<file path="src/rtl/spq_pkg.sv">
package spq_pkg;

    typedef enum logic [1:0] {
        OP_NONE = 2'b00,
        OP_INS  = 2'b01,
        OP_EXT  = 2'b10
    } op_e;

    // Map a raw command code to an operation; unused code is idle.
    function automatic op_e decode_op(input logic [1:0] raw);
        case (raw)
            2'b01:   return OP_INS;
            2'b10:   return OP_EXT;
            default: return OP_NONE;
        endcase
    endfunction

    // A cell fires when its parity matches the current phase.
    function automatic logic cell_fires(input int unsigned idx, input logic phase);
        return (idx[0] == phase);
    endfunction

endpackage

</file>
<file path="src/rtl/spq_cell.sv">
module spq_cell
    import spq_pkg::*;
#(
    parameter int KW = 16
) (
    input  logic          clk,
    input  logic          rst,
    input  logic          active,
    input  op_e           in_op,
    input  logic [KW-1:0] in_key,
    input  logic          nb_valid,
    input  logic [KW-1:0] nb_key,
    output logic          st_valid,
    output logic [KW-1:0] st_key,
    output op_e           fw_op,
    output logic [KW-1:0] fw_key
);

    always_ff @(posedge clk) begin
        if (rst) begin
            st_valid <= 1'b0;
            st_key   <= '0;
            fw_op    <= OP_NONE;
            fw_key   <= '0;
        end else if (active) begin
            fw_op  <= OP_NONE;
            fw_key <= '0;
            case (in_op)
                OP_INS: begin
                    if (!st_valid) begin
                        st_valid <= 1'b1;
                        st_key   <= in_key;
                    end else if (in_key < st_key) begin
                        st_key <= in_key;
                        fw_op  <= OP_INS;
                        fw_key <= st_key;
                    end else begin
                        fw_op  <= OP_INS;
                        fw_key <= in_key;
                    end
                end
                OP_EXT: begin
                    // Pull the neighbour's settled key up; the hole moves on.
                    st_valid <= nb_valid;
                    st_key   <= nb_key;
                    if (nb_valid) fw_op <= OP_EXT;
                end
                default: ;
            endcase
        end
    end

endmodule

</file>
<file path="src/rtl/spq_head.sv">
module spq_head
    import spq_pkg::*;
#(
    parameter int N  = 16,
    parameter int KW = 16,
    localparam int CW = $clog2(N + 1)
) (
    input  logic          clk,
    input  logic          rst,
    input  logic [1:0]    cmd_op,
    input  logic [KW-1:0] cmd_key,
    input  logic          head_valid,
    input  logic [KW-1:0] head_key,
    output logic          phase,
    output op_e           c0_op,
    output logic [KW-1:0] c0_key,
    output logic          ready,
    output logic          res_valid,
    output logic [KW-1:0] res_key,
    output logic          empty,
    output logic          full,
    output logic          underflow_err,
    output logic          overflow_err
);

    localparam logic [CW-1:0] CAP = CW'(N);

    logic [CW-1:0] count;
    op_e           req;
    logic          take_ins, take_ext, bad_ins, bad_ext;

    assign ready    = (phase == 1'b0);
    assign req      = decode_op(cmd_op);
    assign empty    = !head_valid;
    assign full     = (count == CAP);
    assign take_ins = ready && (req == OP_INS) && !full;
    assign take_ext = ready && (req == OP_EXT) && !empty;
    assign bad_ins  = ready && (req == OP_INS) && full;
    assign bad_ext  = ready && (req == OP_EXT) && empty;

    always_comb begin
        c0_op  = OP_NONE;
        c0_key = cmd_key;
        if (take_ins)      c0_op = OP_INS;
        else if (take_ext) c0_op = OP_EXT;
    end

    always_ff @(posedge clk) begin
        if (rst) begin
            phase         <= 1'b0;
            count         <= '0;
            res_valid     <= 1'b0;
            res_key       <= '0;
            underflow_err <= 1'b0;
            overflow_err  <= 1'b0;
        end else begin
            phase         <= !phase;
            res_valid     <= take_ext;
            underflow_err <= bad_ext;
            overflow_err  <= bad_ins;
            if (take_ext) res_key <= head_key;
            if (take_ins)      count <= count + 1'b1;
            else if (take_ext) count <= count - 1'b1;
        end
    end

endmodule

</file>
<file path="src/rtl/sys_pq.sv">
module sys_pq
    import spq_pkg::*;
#(
    parameter int N     = 16,
    parameter int KEY_W = 16
) (
    input  logic             clk,
    input  logic             rst,
    input  logic [1:0]       cmd_op,
    input  logic [KEY_W-1:0] cmd_key,
    output logic             ready,
    output logic             res_valid,
    output logic [KEY_W-1:0] res_key,
    output logic             empty,
    output logic             full,
    output logic             underflow_err,
    output logic             overflow_err
);

    logic             phase;
    logic             st_vld [N];
    logic [KEY_W-1:0] st_key [N];
    op_e              msg_op [N+1];
    logic [KEY_W-1:0] msg_key[N+1];

    spq_head #(.N(N), .KW(KEY_W)) u_head (
        .clk          (clk),
        .rst          (rst),
        .cmd_op       (cmd_op),
        .cmd_key      (cmd_key),
        .head_valid   (st_vld[0]),
        .head_key     (st_key[0]),
        .phase        (phase),
        .c0_op        (msg_op[0]),
        .c0_key       (msg_key[0]),
        .ready        (ready),
        .res_valid    (res_valid),
        .res_key      (res_key),
        .empty        (empty),
        .full         (full),
        .underflow_err(underflow_err),
        .overflow_err (overflow_err)
    );

    for (genvar i = 0; i < N; i++) begin : g_cell
        logic             nb_v;
        logic [KEY_W-1:0] nb_k;
        if (i == N - 1) begin : g_tail
            assign nb_v = 1'b0;
            assign nb_k = '0;
        end else begin : g_mid
            assign nb_v = st_vld[i+1];
            assign nb_k = st_key[i+1];
        end
        spq_cell #(.KW(KEY_W)) u_cell (
            .clk     (clk),
            .rst     (rst),
            .active  (cell_fires(i, phase)),
            .in_op   (msg_op[i]),
            .in_key  (msg_key[i]),
            .nb_valid(nb_v),
            .nb_key  (nb_k),
            .st_valid(st_vld[i]),
            .st_key  (st_key[i]),
            .fw_op   (msg_op[i+1]),
            .fw_key  (msg_key[i+1])
        );
    end

endmodule

</file>
<file path="config.mk">
export PLATFORM = sky130hd
export DESIGN_NAME = sys_pq
export DESIGN_NICKNAME = d
export VERILOG_FILES = /design/src/rtl/spq_pkg.sv /design/src/rtl/spq_cell.sv /design/src/rtl/spq_head.sv /design/src/rtl/sys_pq.sv
export SDC_FILE = /design/constraint.sdc
export NUM_CORES = 2
export LEC_CHECK = 0
export BUFFER_PORTS_ARGS = -buffer_cell sky130_fd_sc_hd__buf_2
export CORE_MARGIN = 1
export CORE_UTILIZATION = 58
export DETAILED_ROUTE_END_ITERATION = 10
export GPL_ROUTABILITY_DRIVEN = 0
export PLACE_DENSITY = 0.74
export SETUP_SLACK_MARGIN = 0.3
export SKIP_CTS_REPAIR_TIMING = 1
export SLEW_MARGIN = 30
export SYNTH_ARGS = -nofsm -noshare
export SYNTH_HDL_FRONTEND = slang
export SYNTH_SLANG_ARGS = --single-unit
</file>
<file path="constraint.sdc">
create_clock -name clk -period 3.39 [get_ports clk]
set_input_delay 0.5085 -clock clk [delete_from_list [all_inputs] [get_ports clk]]
set_output_delay 0.5085 -clock clk [all_outputs]
set_load 0.05 [all_outputs]
</file>
Yosys cells after proc, flatten, opt, wreduce, memory -nomap -nowiden. Index checks and enable logic that the tools add are counted.

Register bits: 567. Input bits: 20. Output and inout bits: 22. Logic and storage cells: 357.

Add/subtract/negate cells: 2. $lt $le $gt $ge: 16. Eq/ne operators: 53. Mux-type cells: 159. Bitwise logic cells: 1. Reduce and logical (&&, ||, !) cells: 58.

Operators with widths (number): two-way mux 16 bit (77); one-hot mux 16 bit (2 select lines) (16); < comparator 16 bit (16); one-hot mux 2 bit (2 select lines) (16); inequality test 3 bit, second input constant (16); AND reduction 3 bit (16); == test 2 x 1 -> 1 bit, second input constant (18); == test 2 bit, second input constant (18); two-way mux 2 bit (17); nonzero test 2 bit (17); one-hot mux 1 bit (2 select lines) (16); AND reduction 2 bit (16); two-way mux 1 bit (15); two-way mux 5 bit (2); logical AND 1 bit (6); adder 5 x 1 -> 5 bit, second input constant (1); == test 5 bit, second input constant (1); subtractor 5 x 1 -> 5 bit, second input constant (1); zero test 1 bit (3); inverter 1 bit (1).

Logic depth before layout (Yosys ltp).
Word-level depth: 10. Mapped depth: 10. Gate-level depth less buffers: 9.

Cells and area by module. Synthesis repeated with hierarchy kept, for this count alone.

Cell total of the unflattened synthesis: 3670. Area total of the unflattened synthesis: 32635.0 µm².

By module, submodules not included: spq_cell (g_cell[0].u_cell ...) (instances 15, cells an instance 217, area each 1958.1 µm²); spq_cell (g_cell[9].u_cell) (instances 1, cells an instance 272, area each 2070.7 µm²); spq_head (instances 1, cells an instance 141, area each 1184.9 µm²); sys_pq (instances 1, cells an instance 2, area each 7.5 µm²).

Worst setup path before layout. OpenSTA, ideal clock, no wires.

Path kind: register -> register. From: reg g_cell[7].u_cell.st_key[15]. To: reg g_cell[7].u_cell.st_key[0]. Library setup time: 0.128 ns. Data arrival time: 2.293 ns. Slack: 0.969 ns. Stages on the path, launching flop included: 10. Buffers on the path: 1. Period minus slack after synthesis: 2.421 ns. Path through: dfxtp_1 > inv_1 > ha_1 > nand4_1 > or3_1 > or4_4 > a32oi_4 > buf_6 > mux2i_1 > nor2_1.

Cells in the longest elaborated chain, start to end: 3.

RTL lines: from (decl) (line spq_cell.sv:14) `output logic [KW-1:0] st_key,`; from (signal assigned) (line spq_cell.sv:32) `st_key <= in_key;`; from (signal assigned) (line spq_cell.sv:34) `st_key <= in_key;`; from (signal assigned) (line spq_cell.sv:45) `st_key <= nb_key;`; < comparator 16 bit (line spq_cell.sv:33) `end else if (in_key < st_key) begin`; inequality test 3 bit (no source line); AND reduction 3 bit (no source line).

Every way passes these cells. A chain may end at the register's enable or synchronous reset.

Final worst setup path.
From: reg g_cell[8].u_cell.st_key[2]. To: reg g_cell[8].u_cell.st_key[1].

Cells in the longest elaborated chain, start to end: 3.

RTL lines (line): from (decl) (spq_cell.sv:14); from (signal assigned) (spq_cell.sv:32); from (signal assigned) (spq_cell.sv:34); from (signal assigned) (spq_cell.sv:45); < comparator 16 bit (spq_cell.sv:33); inequality test 3 bit (no source line); AND reduction 3 bit (no source line).

Every way passes these cells.

==> flow_summary.toml <==
[status]
status = "finished clean"

[sta]
final.period_utilization_pct = 85.8
clock_skew_ns = 0.0154
max_freq_ghz = 0.344
tns_ns = 0
rsz0062_at_grt = "no"
worst_slew_pin_slew_ns = 0.831
fin_crit_ns = 2.91
final-max-slew-violation-count = 0
setup_viol = 0
final_hold_viol_count = 0
max-slew-margin-rel_pct = 44.3

[setup_path]
cp.arrival_ns = 3.44
endpoint_kind = "flop"
cp-start-kind = "flop"
worst-endpoint-required_ns = 3.93
timing_worst_setup_path_type = "reg2reg"
path_max_fanout = 24

[yosys]
synth_cells = 3539
synth-warning-count = 0
netlist-cell-type-count = 68
synthesis.area_um2 = 30700
synth_nets = 3833
syn_area_per_cell_um2 = 8.67
synth_seq_area_share_pct = 37.0
synth-seq-cells = 567
synth_edf_count = 0
synth_async_sr_flop_share_pct = 0
yosys_most_used_dff = "sky130_fd_sc_hd__dfxtp_1"

[detailed_routing]
vias = 25400
dr.first_iter.drc_count = 1685
drtPass1Iterations = 7
antenna_violating_nets_left = 0
drc_errors = 0
routed_wire_length_per_instance_um = 17.6
drt-total-wl_um = 74100
detail_route.vias_per_cell = 6.04

[clocking]
cts_sinks = 567
clkLatencyLatePin_ns = 0.63
tritoncts.num_buffers = 59
h_tree_depth = 2
clock_path_buffers = 3
clock_tree.root_cell = "sky130_fd_sc_hd__clkbuf_16"
tritoncts = "built"
cts.clk_slew.worst_paths_ns = 0.07

[die]
die_outline_width_um = 232
design.core.area_um2 = 51800
die_area_um2 = 53800
initial_core_util_pct = 59.2
row_count = 83
io_pins = 42
die_height_um = 232

[grt]
grt_use_met1_pct = 36.7
gr-usage-all-layers_pct = 27.5
use_met3_pct = 3.06
grt_busiest_layer = "met2"
first_global_vias = 24900
groute.layer.met2.usage_pct = 46.7
antenna_violations_before_repair = 0
maximum_number_of_pins_on_one_net_before_global_route_repair = 218
grt_pass1_wl_um = 125000
global_route.overflow_total = 0

[final_layout]
num_antenna_cells = 0
areaGrowthSynthToFinish_pct = 9.18
finish.cell_count_without_fillers = 4206
nFillCells = 4096
finalNetCount = 3771
layout_commonest_cell = "sky130_fd_sc_hd__dfxtp_1"
most_frequent_cells_in_the_layout = "sky130_fd_sc_hd__dfxtp_1, sky130_fd_sc_hd__mux2i_1, sky130_fd_sc_hd__nand2_1, sky130_fd_sc_hd__o21ai_0, sky130_fd_sc_hd__inv_1"
post_route_cells_drive_above_1_share_pct = 7.12
area.sequential_um2 = 11400
multi_input_comb_area_um2 = 17600

[power]
peakVddDrop_uv = 425
p_leak_nw = 12.9
power_per_cell_area_nw_per_um2 = 415

[flow_run]
drv_cap = 0

[place]
placed_cells_incl_taps = 4095
place.port_buffers = 41
dp_hpwl_um = 52800

[hold_path]
timing.hold.worst.class = "in2reg"
[state kept, by name, summed over array words and instances, names as in the netlist, 5 cells and up]
signal,flops
u_head.count,5
u_head.res_key,16
g_cell.u_cell.st_key,256
g_cell.u_cell.fw_key,240
g_cell.u_cell.fw_op,30
g_cell.u_cell.st_valid,16
[cell type report]
cell class,instances,share of cell area (%)
Clock buffer,91,5.49
Clock inverter,19,0.590
Inverter,289,3.24
Multi-Input combinational cell,2476,52.4
Sequential cell,567,33.9
Tap cell,680,2.54
Timing Repair Buffer,84,1.84
[per-layer routing]
layer / vias to the layer above / routed length (um)
li1: 12500 / -
met4: 0 / 1520
met5: - / 0
met1: 12300 / 33800
met3: 131 / 3050
met2: 527 / 35800
[critical path, stage by stage (launching register included)]
cell,delay [ns]
sky130_fd_sc_hd__dfxtp_1,0.44
sky130_fd_sc_hd__inv_1,0.07
sky130_fd_sc_hd__ha_1,0.30
sky130_fd_sc_hd__a211oi_1,0.22
sky130_fd_sc_hd__o21ai_1,0.10
sky130_fd_sc_hd__a211oi_1,0.59
sky130_fd_sc_hd__o311ai_2,0.27
sky130_fd_sc_hd__buf_4,0.27
sky130_fd_sc_hd__or3_1,0.37
sky130_fd_sc_hd__a21oi_1,0.19
[synth_stat cells, types with 7 or more instances]
| cell | instances | area (um^2) |
|---|---|---|
| sky130_fd_sc_hd__a211oi_1 | 174 | 1310 |
| sky130_fd_sc_hd__a211oi_2 | 14 | 175 |
| sky130_fd_sc_hd__a21o_1 | 9 | 67.6 |
| sky130_fd_sc_hd__a21oi_1 | 251 | 1260 |
| sky130_fd_sc_hd__a311oi_1 | 58 | 508 |
| sky130_fd_sc_hd__buf_1 | 28 | 105 |
| sky130_fd_sc_hd__buf_2 | 24 | 120 |
| sky130_fd_sc_hd__clkbuf_1 | 149 | 559 |
| sky130_fd_sc_hd__dfxtp_1 | 567 | 11400 |
| sky130_fd_sc_hd__ha_1 | 273 | 3420 |
| sky130_fd_sc_hd__inv_1 | 288 | 1080 |
| sky130_fd_sc_hd__mux2i_1 | 420 | 4200 |
| sky130_fd_sc_hd__nand2_1 | 406 | 1520 |
| sky130_fd_sc_hd__nand2b_1 | 15 | 93.8 |
| sky130_fd_sc_hd__nand3_1 | 32 | 160 |
| sky130_fd_sc_hd__nand4_1 | 25 | 156 |
| sky130_fd_sc_hd__nand4b_1 | 7 | 61.3 |
| sky130_fd_sc_hd__nor2_1 | 172 | 646 |
| sky130_fd_sc_hd__nor2b_1 | 56 | 350 |
| sky130_fd_sc_hd__nor3_1 | 15 | 75.1 |
| sky130_fd_sc_hd__nor3b_1 | 7 | 52.6 |
| sky130_fd_sc_hd__o21ai_0 | 332 | 1660 |
| sky130_fd_sc_hd__o21ai_1 | 8 | 40.0 |
| sky130_fd_sc_hd__o31ai_1 | 15 | 113 |
| sky130_fd_sc_hd__or3_1 | 49 | 307 |
| sky130_fd_sc_hd__or3b_1 | 11 | 96.3 |
| sky130_fd_sc_hd__or4_1 | 16 | 120 |
[worst paths after layout]
| check | from | cells past startpoint | slack, ns | to |
|---|---|---|---|---|
| worst max-delay path | g_cell[8].u_cell.st_key[2]$_SDFFE_PP0P_ | 9 | 0.48 | g_cell[8].u_cell.st_key[1]$_SDFFE_PP0P_ |
| worst max register to register | g_cell[8].u_cell.st_key[2]$_SDFFE_PP0P_ | 9 | 0.48 | g_cell[8].u_cell.st_key[1]$_SDFFE_PP0P_ |
| worst min-delay path | cmd_op[0] | 2 | 0.11 | u_head.underflow_err$_SDFF_PP0_ |
| worst min register to register | u_head.res_key[10]$_SDFFE_PP0P_ | 2 | 0.46 | u_head.res_key[10]$_SDFFE_PP0P_ |
[per-stage QoR]
| stage | utilization, % | total power [mW] | cell area [um^2] | hold slack [ns] | setup slack (ns) |
|---|---|---|---|---|---|
| after detailed placement | 60.6 | 7.30 | 31400 | 0.447 | 0.336 |
| after global routing | 64.6 | 14.3 | 33500 | 0.105 | 0.321 |
| after CTS | 64.5 | 14.0 | 33400 | 0.0757 | 0.386 |
| final | 64.6 | 13.9 | 33500 | 0.106 | 0.482 |
| after global placement | 60.4 | 7.28 | 31300 | 0.441 | 0.478 |
| after floorplan | - | 7.16 | 30700 | 0.431 | 0.969 |
[power by group]
part           internal, mW  switching, mW
Clock                  3.95           2.79
Combinational         0.144          0.309
Sequential             6.68         0.0256
Total                  10.8           3.12
[logic make-up after synthesis]
kind of cell             count (synthesis)  share of synthesized area, %
AND/OR/NAND/NOR                        857                          13.1
buffers and inverters                  496                          6.28
AO/OA/AOI/OAI                          918                          18.5
XOR/XNOR                                 4                         0.114
multiplexers                           423                          13.8
flip-flops                             567                          37.0
adder cells (fa/ha/maj)                274                          11.2
Note: power is estimated with default switching activity, not from simulation.
